--- src/rtl/csync_pkg.sv ---
`timescale 1ns/1ps
package csync_pkg;

   typedef enum logic [1:0] {
      SEG_EQUAL  = 2'd0,
      SEG_BROAD  = 2'd1,
      SEG_NORMAL = 2'd2
   } seg_kind_e;

   // Segment kind of entry i, given the sizes of the vertical-interval groups.
   function automatic seg_kind_e kind_of(input int i, input int pre_n,
                                         input int broad_n, input int post_n);
      seg_kind_e k;
      if (i < pre_n)                          k = SEG_EQUAL;
      else if (i < pre_n + broad_n)           k = SEG_BROAD;
      else if (i < pre_n + broad_n + post_n)  k = SEG_EQUAL;
      else                                    k = SEG_NORMAL;
      return k;
   endfunction

endpackage

--- src/rtl/csync_table.sv ---
`timescale 1ns/1ps
module csync_table #(
   parameter int PER_W      = 12,
   parameter int IDX_W      = 6,
   parameter int N_LINES    = 35,
   parameter int EQ_PRE     = 5,
   parameter int BROAD_N    = 5,
   parameter int EQ_POST    = 5,
   parameter int PER_FULL   = 2048,
   parameter int SYNC_NORM  = 150,
   parameter int SYNC_EQ    = 75,
   parameter int SYNC_BROAD = 874,
   parameter bit USE_ROM    = 1'b1
) (
   input  logic [IDX_W-1:0] idx,
   output logic [PER_W-1:0] per,
   output logic [PER_W-1:0] cmp
);
   import csync_pkg::*;

   localparam int SLOTS    = 1 << IDX_W;
   localparam int PER_HALF = PER_FULL / 2;

   function automatic logic [PER_W-1:0] per_of(input int i);
      return (kind_of(i, EQ_PRE, BROAD_N, EQ_POST) == SEG_NORMAL) ?
             PER_W'(PER_FULL) : PER_W'(PER_HALF);
   endfunction

   function automatic logic [PER_W-1:0] cmp_of(input int i);
      logic [PER_W-1:0] v;
      case (kind_of(i, EQ_PRE, BROAD_N, EQ_POST))
         SEG_BROAD:  v = PER_W'(SYNC_BROAD);
         SEG_EQUAL:  v = PER_W'(SYNC_EQ);
         default:    v = PER_W'(SYNC_NORM);
      endcase
      return v;
   endfunction

   generate
      if (USE_ROM) begin : g_rom
         logic [PER_W-1:0] rom_per [SLOTS];
         logic [PER_W-1:0] rom_cmp [SLOTS];
         for (genvar i = 0; i < SLOTS; i++) begin : g_slot
            if (i < N_LINES) begin : g_used
               assign rom_per[i] = per_of(i);
               assign rom_cmp[i] = cmp_of(i);
            end else begin : g_spare
               assign rom_per[i] = PER_W'(PER_FULL);
               assign rom_cmp[i] = PER_W'(SYNC_NORM);
            end
         end
         assign per = rom_per[idx];
         assign cmp = rom_cmp[idx];
      end else begin : g_decode
         always_comb begin
            per = per_of(int'(idx));
            cmp = cmp_of(int'(idx));
         end
      end
   endgenerate

endmodule

--- src/rtl/csync_line_timer.sv ---
`timescale 1ns/1ps
module csync_line_timer #(
   parameter int PER_W = 12
) (
   input  logic             clk,
   input  logic             rst,
   input  logic             stage_en,
   input  logic [PER_W-1:0] stage_per,
   input  logic [PER_W-1:0] stage_cmp,
   input  logic [PER_W-1:0] init_per,
   input  logic [PER_W-1:0] init_cmp,
   output logic             wrap,
   output logic [PER_W-1:0] cnt,
   output logic [PER_W-1:0] act_per,
   output logic [PER_W-1:0] act_cmp,
   output logic             sync_n,
   output logic             line_start
);
   logic [PER_W-1:0] cnt_q, per_q, cmp_q, sh_per_q, sh_cmp_q;

   assign wrap = (cnt_q == per_q - PER_W'(1));

   always_ff @(posedge clk) begin
      if (rst) begin
         cnt_q    <= '0;
         per_q    <= init_per;
         cmp_q    <= init_cmp;
         sh_per_q <= init_per;
         sh_cmp_q <= init_cmp;
      end else begin
         if (wrap) begin
            cnt_q <= '0;
            per_q <= sh_per_q;
            cmp_q <= sh_cmp_q;
         end else begin
            cnt_q <= cnt_q + PER_W'(1);
         end
         if (stage_en) begin
            sh_per_q <= stage_per;
            sh_cmp_q <= stage_cmp;
         end
      end
   end

   assign cnt        = cnt_q;
   assign act_per    = per_q;
   assign act_cmp    = cmp_q;
   assign sync_n     = rst | (cnt_q >= cmp_q);
   assign line_start = ~rst & (cnt_q == '0);

endmodule

--- src/rtl/csync_sequencer.sv ---
`timescale 1ns/1ps
module csync_sequencer #(
   parameter int IDX_W   = 6,
   parameter int N_LINES = 35
) (
   input  logic             clk,
   input  logic             rst,
   input  logic             wrap,
   output logic [IDX_W-1:0] cur_idx,
   output logic [IDX_W-1:0] ahead_idx,
   output logic             stage_en
);
   localparam logic [IDX_W-1:0] LAST = IDX_W'(N_LINES - 1);

   logic [IDX_W-1:0] idx_q;
   logic             stage_q;

   assign ahead_idx = (idx_q == LAST) ? '0 : idx_q + IDX_W'(1);

   always_ff @(posedge clk) begin
      if (rst) begin
         idx_q   <= '0;
         stage_q <= 1'b1;
      end else begin
         stage_q <= wrap;
         if (wrap) idx_q <= ahead_idx;
      end
   end

   assign cur_idx  = idx_q;
   assign stage_en = stage_q;

endmodule

--- src/rtl/csync_gen.sv ---
`timescale 1ns/1ps
module csync_gen #(
   parameter int PER_FULL   = 2048,
   parameter int SYNC_NORM  = 150,
   parameter int SYNC_EQ    = 75,
   parameter int SYNC_BROAD = 874,
   parameter int EQ_PRE     = 5,
   parameter int BROAD_N    = 5,
   parameter int EQ_POST    = 5,
   parameter int ACTIVE_N   = 20,
   parameter bit USE_ROM    = 1'b1,
   localparam int N_LINES   = EQ_PRE + BROAD_N + EQ_POST + ACTIVE_N,
   localparam int IDX_W     = (N_LINES > 1) ? $clog2(N_LINES) : 1,
   localparam int PER_W     = $clog2(PER_FULL + 1)
) (
   input  logic             clk,
   input  logic             rst,
   output logic             sync_n,
   output logic             line_start,
   output logic             frame_start,
   output logic [IDX_W-1:0] line_idx
);
   initial begin
      assert (PER_FULL >= 4 && PER_FULL % 2 == 0)
         else $error("PER_FULL must be even and at least 4");
      assert (SYNC_NORM > 0 && SYNC_NORM < PER_FULL)
         else $error("SYNC_NORM out of range");
      assert (SYNC_EQ > 0 && SYNC_EQ < PER_FULL / 2)
         else $error("SYNC_EQ out of range");
      assert (SYNC_BROAD > 0 && SYNC_BROAD < PER_FULL / 2)
         else $error("SYNC_BROAD out of range");
      assert (N_LINES >= 2) else $error("frame needs two entries or more");
   end

   logic             wrap_w, stage_w;
   logic [IDX_W-1:0] cur_idx_w, ahead_idx_w;
   logic [PER_W-1:0] stage_per_w, stage_cmp_w, init_per_w, init_cmp_w;
   logic [PER_W-1:0] cnt_w, act_per_w, act_cmp_w;

   csync_sequencer #(.IDX_W(IDX_W), .N_LINES(N_LINES)) u_seq (
      .clk(clk), .rst(rst), .wrap(wrap_w),
      .cur_idx(cur_idx_w), .ahead_idx(ahead_idx_w), .stage_en(stage_w)
   );

   csync_table #(
      .PER_W(PER_W), .IDX_W(IDX_W), .N_LINES(N_LINES),
      .EQ_PRE(EQ_PRE), .BROAD_N(BROAD_N), .EQ_POST(EQ_POST),
      .PER_FULL(PER_FULL), .SYNC_NORM(SYNC_NORM), .SYNC_EQ(SYNC_EQ),
      .SYNC_BROAD(SYNC_BROAD), .USE_ROM(USE_ROM)
   ) u_tab_ahead (
      .idx(ahead_idx_w), .per(stage_per_w), .cmp(stage_cmp_w)
   );

   csync_table #(
      .PER_W(PER_W), .IDX_W(IDX_W), .N_LINES(N_LINES),
      .EQ_PRE(EQ_PRE), .BROAD_N(BROAD_N), .EQ_POST(EQ_POST),
      .PER_FULL(PER_FULL), .SYNC_NORM(SYNC_NORM), .SYNC_EQ(SYNC_EQ),
      .SYNC_BROAD(SYNC_BROAD), .USE_ROM(USE_ROM)
   ) u_tab_first (
      .idx('0), .per(init_per_w), .cmp(init_cmp_w)
   );

   csync_line_timer #(.PER_W(PER_W)) u_timer (
      .clk(clk), .rst(rst),
      .stage_en(stage_w), .stage_per(stage_per_w), .stage_cmp(stage_cmp_w),
      .init_per(init_per_w), .init_cmp(init_cmp_w),
      .wrap(wrap_w), .cnt(cnt_w), .act_per(act_per_w), .act_cmp(act_cmp_w),
      .sync_n(sync_n), .line_start(line_start)
   );

   assign line_idx    = cur_idx_w;
   assign frame_start = line_start & (cur_idx_w == '0);

endmodule

--- config.mk ---
export PLATFORM = sky130hd
export DESIGN_NAME = csync_gen
export DESIGN_NICKNAME = d
export VERILOG_FILES = /design/src/rtl/csync_pkg.sv /design/src/rtl/csync_table.sv /design/src/rtl/csync_line_timer.sv /design/src/rtl/csync_sequencer.sv /design/src/rtl/csync_gen.sv
export SDC_FILE = /design/constraint.sdc
export NUM_CORES = 1
export LEC_CHECK = 0
export BUFFER_PORTS_ARGS = -buffer_cell sky130_fd_sc_hd__buf_2
export CORE_MARGIN = 1
export CORE_UTILIZATION = 45
export CTS_BUF_LIST = sky130_fd_sc_hd__clkbuf_4 sky130_fd_sc_hd__clkbuf_8 sky130_fd_sc_hd__clkbuf_16
export DETAILED_ROUTE_END_ITERATION = 8
export SLEW_MARGIN = 20
export SYNTH_ARGS = -nofsm -noshare
export SYNTH_HDL_FRONTEND = slang
export SYNTH_HIERARCHICAL = 1
export SYNTH_SLANG_ARGS = --single-unit
--- constraint.sdc ---
create_clock -name clk -period 3.25 [get_ports clk]
set_input_delay 0.4875 -clock clk [delete_from_list [all_inputs] [get_ports clk]]
set_output_delay 0.4875 -clock clk [all_outputs]
set_load 0.03 [all_outputs]
Yosys cells after proc, flatten, opt, wreduce, memory -nomap -nowiden
Memories as Yosys holds them, arrays and structs flattened. A register that Yosys moved wholly into a read port is not among the register bits.
Index checks and enable logic that the tools add are counted.
W data, S select, Z words.
- register bits after elaboration: 43
- bits of input ports: 2
- memories kept: 2
- bits in read-only memories: 1536
- output and inout port bits: 9
- word-level logic and storage cells: 22
- equality and inequality tests: 2
- $add $sub $neg: 3
- reduce and logical (&&, ||, !) cells: 3
- magnitude comparators: 1
- bitwise operators: 5
- muxes and demuxes: 1
- memory list (memory ; depth ; width ; rd ports ; clocked after memory_dff ; write ports ; RTL line ; RTL):
    (no name shown) ; 64 ; 12 ; 1 ; 1 ; 0 ; csync_table.sv:52 ; assign per = rom_per[idx];
    (no name shown) ; 64 ; 12 ; 1 ; 1 ; 0 ; csync_table.sv:53 ; assign cmp = rom_cmp[idx];
- operators with widths (cell ; count):
    $add A12 B1 Y12 const B ; 1
    $eq A12 B12 Y1 ; 1
    $ge A12 B12 Y1 ; 1
    $logic_not A12 Y1 ; 1
    $sub A12 B1 Y12 const B ; 1
    $not A6 Y7 ; 1
    $add A6 B1 Y6 const B ; 1
    $eq A6 B6 Y1 const B ; 1
    $logic_not A6 Y1 ; 1
    $mux W6 ; 1
    $and A1 B1 Y1 ; 2
    $reduce_or A2 Y1 ; 1
    $not A1 Y1 ; 1
    $or A1 B1 Y1 ; 1

Depth between registers and ports, before layout
- word-level depth: 3
- mapped depth: 12

Cells and area by module
Netlist, hierarchy kept.
- modules (own cells, without submodules) (module ; cells each ; area an instance (µm²) ; times used):
    csync_line_timer ; 348 ; 3298.2 ; 1
    csync_sequencer ; 44 ; 385.4 ; 1
    csync_table at u_tab_first ; 31 ; 216.5 ; 1
    csync_table at u_tab_ahead ; 31 ; 214.0 ; 1
    csync_gen ; 3 ; 26.3 ; 1

Worst setup path before layout
No wires, ideal clock.
- kind: flip-flop to flip-flop
- start: reg u_timer.per_q[3] (netlist: u_timer/act_per[3])
- end: reg u_seq.idx_q[2] (netlist: u_seq/cur_idx[2])
- arrival: 3047 ps
- clock period less this slack: 3113 ps
- cell stages (with the launch flop): 12
- data required time: 3184 ps
- slack: 137 ps
- library setup time: 66 ps
- cell sequence: edfxtp_1 -> or4_1 -> clkbuf_2 -> o41ai_1 -> a32oi_1 -> a2111oi_2 -> and4_4 -> buf_6 -> clkbuf_1 -> nand2_1 -> or3_1 -> a21oi_2
- cells in the longest elaborated chain, start to end: 2
- RTL lines (item ; RTL line ; RTL):
    from (decl) ; csync_line_timer.sv:19 ; logic [PER_W-1:0] cnt_q, per_q, cmp_q, sh_per_q, sh_cmp_q;
    from (signal assigned) ; csync_line_timer.sv:26 ; per_q <= init_per;
    from (signal assigned) ; csync_line_timer.sv:33 ; per_q <= sh_per_q;
    $sub A12 B1 Y12 ; csync_line_timer.sv:21 ; assign wrap = (cnt_q == per_q - PER_W'(1));
    $eq A12 B12 Y1 ; csync_line_timer.sv:21 ;
    named net wrap_w ; csync_gen.sv:35 ; logic wrap_w, stage_w;
    to (signal assigned) ; csync_sequencer.sv:26 ; if (wrap) idx_q <= ahead_idx;
    to (decl) ; csync_sequencer.sv:15 ; logic [IDX_W-1:0] idx_q;
The timed path passes the listed nets, and every way through them passes these cells.
A chain may end at the register's enable or synchronous reset.

Worst setup path after layout
- start: reg u_timer.per_q[3] (netlist: u_timer/act_per[3])
- end: reg u_timer.per_q[3] (netlist: u_timer/act_per[3]) (enable)
- cells in the longest elaborated chain, start to end: 2
- RTL lines (item ; RTL line):
    $sub A12 B1 Y12 ; csync_line_timer.sv:21
    $eq A12 B12 Y1 ; csync_line_timer.sv:21
    named net wrap_w ; csync_gen.sv:35
The timed path passes the listed nets, and every way through them passes these cells.

==> results by group <==
Run status
  • Status: finished with violations
  • Violated checks: DRC

Hold path
  • Worst Hold Endpoint: u_timer/act_cmp[6]
  • Worst min-delay path class: flip-flop to flip-flop
  • Min-delay src: u_timer/sh_cmp_q[6]
  • Instance count along the most critical hold path: 2

Power and ir drop
  • Total leakage power: 1.80 nW
  • Power per unit of standard cell area: 437 nW/µm²
  • Worst IR drop on VDD: 256 µV

Cells and area
  • Share of post-route cells with drive strength above 1: 9.50%
  • Final standard cell utilization of the core: 48.9%
  • Antenna cell count: 0
  • Net count, final: 477
  • Area growth, synth to finish: 4.05%

STA
  • Clock Skew: 0.0105 ns
  • Slew margin rel.: 57.9%
  • Worst-margin pin slew: 0.632 ns
  • Clock period minus worst slack: 2.94 ns
  • Worst hold margin: 0.591 ns
  • Final Hold Violating Endpoints: 0
  • Setup TNS: 0 ns
  • Ratio of final minimum period to clock period: 90.5%
  • Final Setup Violations: 0
  • Timing-limited maximum frequency: 340 MHz
  • Max Slew Vio Count: 0
  • Setup repair after global routing missed its margin: no

Worst setup path
  • Worst Setup End Kind: flip-flop
  • Critical Path Source: u_timer/act_per[3]
  • Endpoint of the lowest-slack register-to-register path: u_timer/act_per[3]
  • Critical path launch point type: flip-flop
  • Setup CP Type: flip-flop to flip-flop
  • Biggest fanout along the worst timing path: 24
  • Reg-to-reg slack, setup: 0.31 ns
  • Crit path DAT: 3.00 ns
  • Launch point of the worst reg-to-reg path: u_timer/act_per[3]
  • R2R depth: 7
  • WP data required: 3.31 ns

Yosys
  • Share of synthesized area spent on multiplexers: 0%
  • Top cell type's share of synthesized area: 34.8%
  • Most frequent cell after synthesis: inv_1
  • Number of synthesized register bits: 67
  • Leading area contributor after synthesis: edfxtp_1
  • Post-synth ARST share: 0%
  • Main area contributors after synthesis: edfxtp_1 35%, dfxtp_1 9.2%, buf_4 7.4%, o21ai_0 6.9%, inv_1 6.3%
  • Mean cell area of the mapped netlist: 9.06 µm²
  • Total standard cell area after synthesis: 4140 µm²
  • Number of warning messages in the yosys log: 6
  • Number of enable-type register cells in the synthesized netlist: 48
  • Most frequent cells after synthesis: 70 x inv_1, 57 x o21ai_0, 48 x edfxtp_1, 41 x buf_4, 35 x nand2_1
  • Adder-cell area share of the yosys netlist: 5.14%
  • Register area share after synthesis: 44.0%
  • Xor/xnor cell area share of the yosys netlist: 5.71%
  • Number of distinct standard cells referenced by the synthesized netlist: 55
  • Synthesized instance count: 457
  • Fraction of the mapped netlist area in simple logic gates: 15.4%
  • Ys flop type: edfxtp_1
  • Largest family of logic cells by synthesized area: buffers and inverters
  • Area fraction in compound gates after synthesis: 13.4%

Global routing
  • Total track usage: 16.9%
  • Residual overflow from global routing: 0
  • Maximum number of pins on one net before global-route repair: 73
  • Vias in the first global route: 2558
  • Antenna violations before repair: 0
  • First-pass GRT wire length: 12500 µm

Die
  • Row cnt: 34
  • Area of the core: 8810 µm²
  • Die boundary height: 97.9 µm
  • Overall die area: 9590 µm²
  • Chip Width: 97.9 µm
  • Initial Utilization: 47.0%
  • Ports placed on the boundary: 11

Placed design
  • Number of port buffers: 10
  • GPL Wtd Cong: 0.809
  • Half-perimeter wire length of the detailed placement result: 5170 µm

Drt
  • Post-detailed-routing wire length: 7460 µm
  • First-pass detailed-route iteration total: 7
  • DRC: 1
  • Via count: 2791
  • DR iter-0 viols: 132
  • Average routed wire per standard cell: 13.1 µm
  • Post-DRT Antenna Nets: 0
  • Post-DR vias/cell: 4.89

Clocking
  • Clock Root Buffer: clkbuf_8
  • Number of setup buffers added after CTS: 0
  • Number of gates resized after cts: 0
  • CTS H-Tree Depth: 3
  • Post-CTS Hold Buffers: 0
  • Worst-skew pair later-pin latency: 0.36 ns
  • Cts bufs inserted: 9
  • Clock transition at path regs: 0.08 ns
  • Clock Tree Buf Depth: 2
  • Sinks on Clock Net: 67
  • Clock tree from TritonCTS: done

Run
  • Number of max-capacitance violations reported: 0
## layout by cell type (no fill, tap or decap), drive strengths merged, types with 4 or more instances in the layout
cell type,synthesis,layout
nand3,6,6
dfxtp,19,19
inv,70,71
or3,7,7
a21oi,10,10
ha,17,17
nand2b,5,5
nor2,14,14
nor4,6,6
and3,6,6
buf,44,14
nor2b,4,4
edfxtp,48,48
xor2,10,10
clkinv,0,4
nor3,14,14
or2,6,6
nand2,35,35
conb,5,41
xnor2,17,17
o21ai,57,57
clkbuf,16,10
## kinds of logic after synthesis
kind of cell,count (synthesis)
flops,67
simple gates,119
xor+xnor,27
buf+inv,130
fa+ha+maj,17
compound gates,92
other cells,5
## final cells by class
type                       count  area [µm²]
clock buffer                  10         131
sequential                    67        1820
timing repair buffer          14        92.6
multi-input combinational    296        1800
clock inverter                 6        65.1
tap                          108         135
inverter                      70         263
fill                         828        4500
## metrics by stage
step | power (mW) | setup slack (ns) | cell area, µm² | cells
after floorplan | 1.18 | 0.137 | 4280 | 493
after global placement | 1.19 | 0.271 | 4110 | 555
after detailed placement | 1.20 | 0.204 | 4110 | 555
after CTS | 1.90 | 0.199 | 4300 | 571
after global routing | 1.97 | 0.0656 | 4310 | 571
final | 1.88 | 0.309 | 4310 | 571
## state kept, by name, summed over array words and instances (netlist names)
name / cells
u_timer/cnt: 12
u_timer/act_cmp: 12
u_timer/sh_per_q: 12
u_timer/act_per: 12
u_seq/cur_idx: 6
u_timer/sh_cmp_q: 12
u_seq/stage_en: 1
## worst max-delay path, cell delays in order (launching register included)
cell	delay [ns]
edfxtp_1	0.49
or4_4	0.63
o41ai_1	0.35
a32oi_1	0.15
a2111oi_2	0.34
and4_4	0.34
or2_2	0.16
buf_12	0.17
## worst max path at each step
stage	to	cells past startpoint	slack [ns]
after floorplan	u_seq/cur_idx[2]	11	0.14
after detailed placement	u_timer/act_per[8]	7	0.20
final	u_timer/act_per[3]	7	0.31
after CTS	u_timer/act_per[3]	7	0.20
after global routing	u_timer/act_per[5]	9	0.07
after global placement	u_timer/act_per[4]	7	0.27
## power breakdown
part           switching (mW)  internal (mW)  total, mW  leakage [nW]
combinational           0.110         0.0687      0.178          1.06
sequential             0.0303          0.976       1.01         0.644
clock                   0.333          0.364      0.697         0.102
total                   0.473           1.41       1.88          1.80
## layer usage
layer  global-route usage, %  vias up  routed length, µm
met3                    4.08       14                318
met1                    23.4     1247               3780
li1                        -     1478                  -
met4                    8.04        0                167
met2                    24.7       52               3190
met5                       0        -                  0
Note: power is estimated with default switching activity, not from simulation.
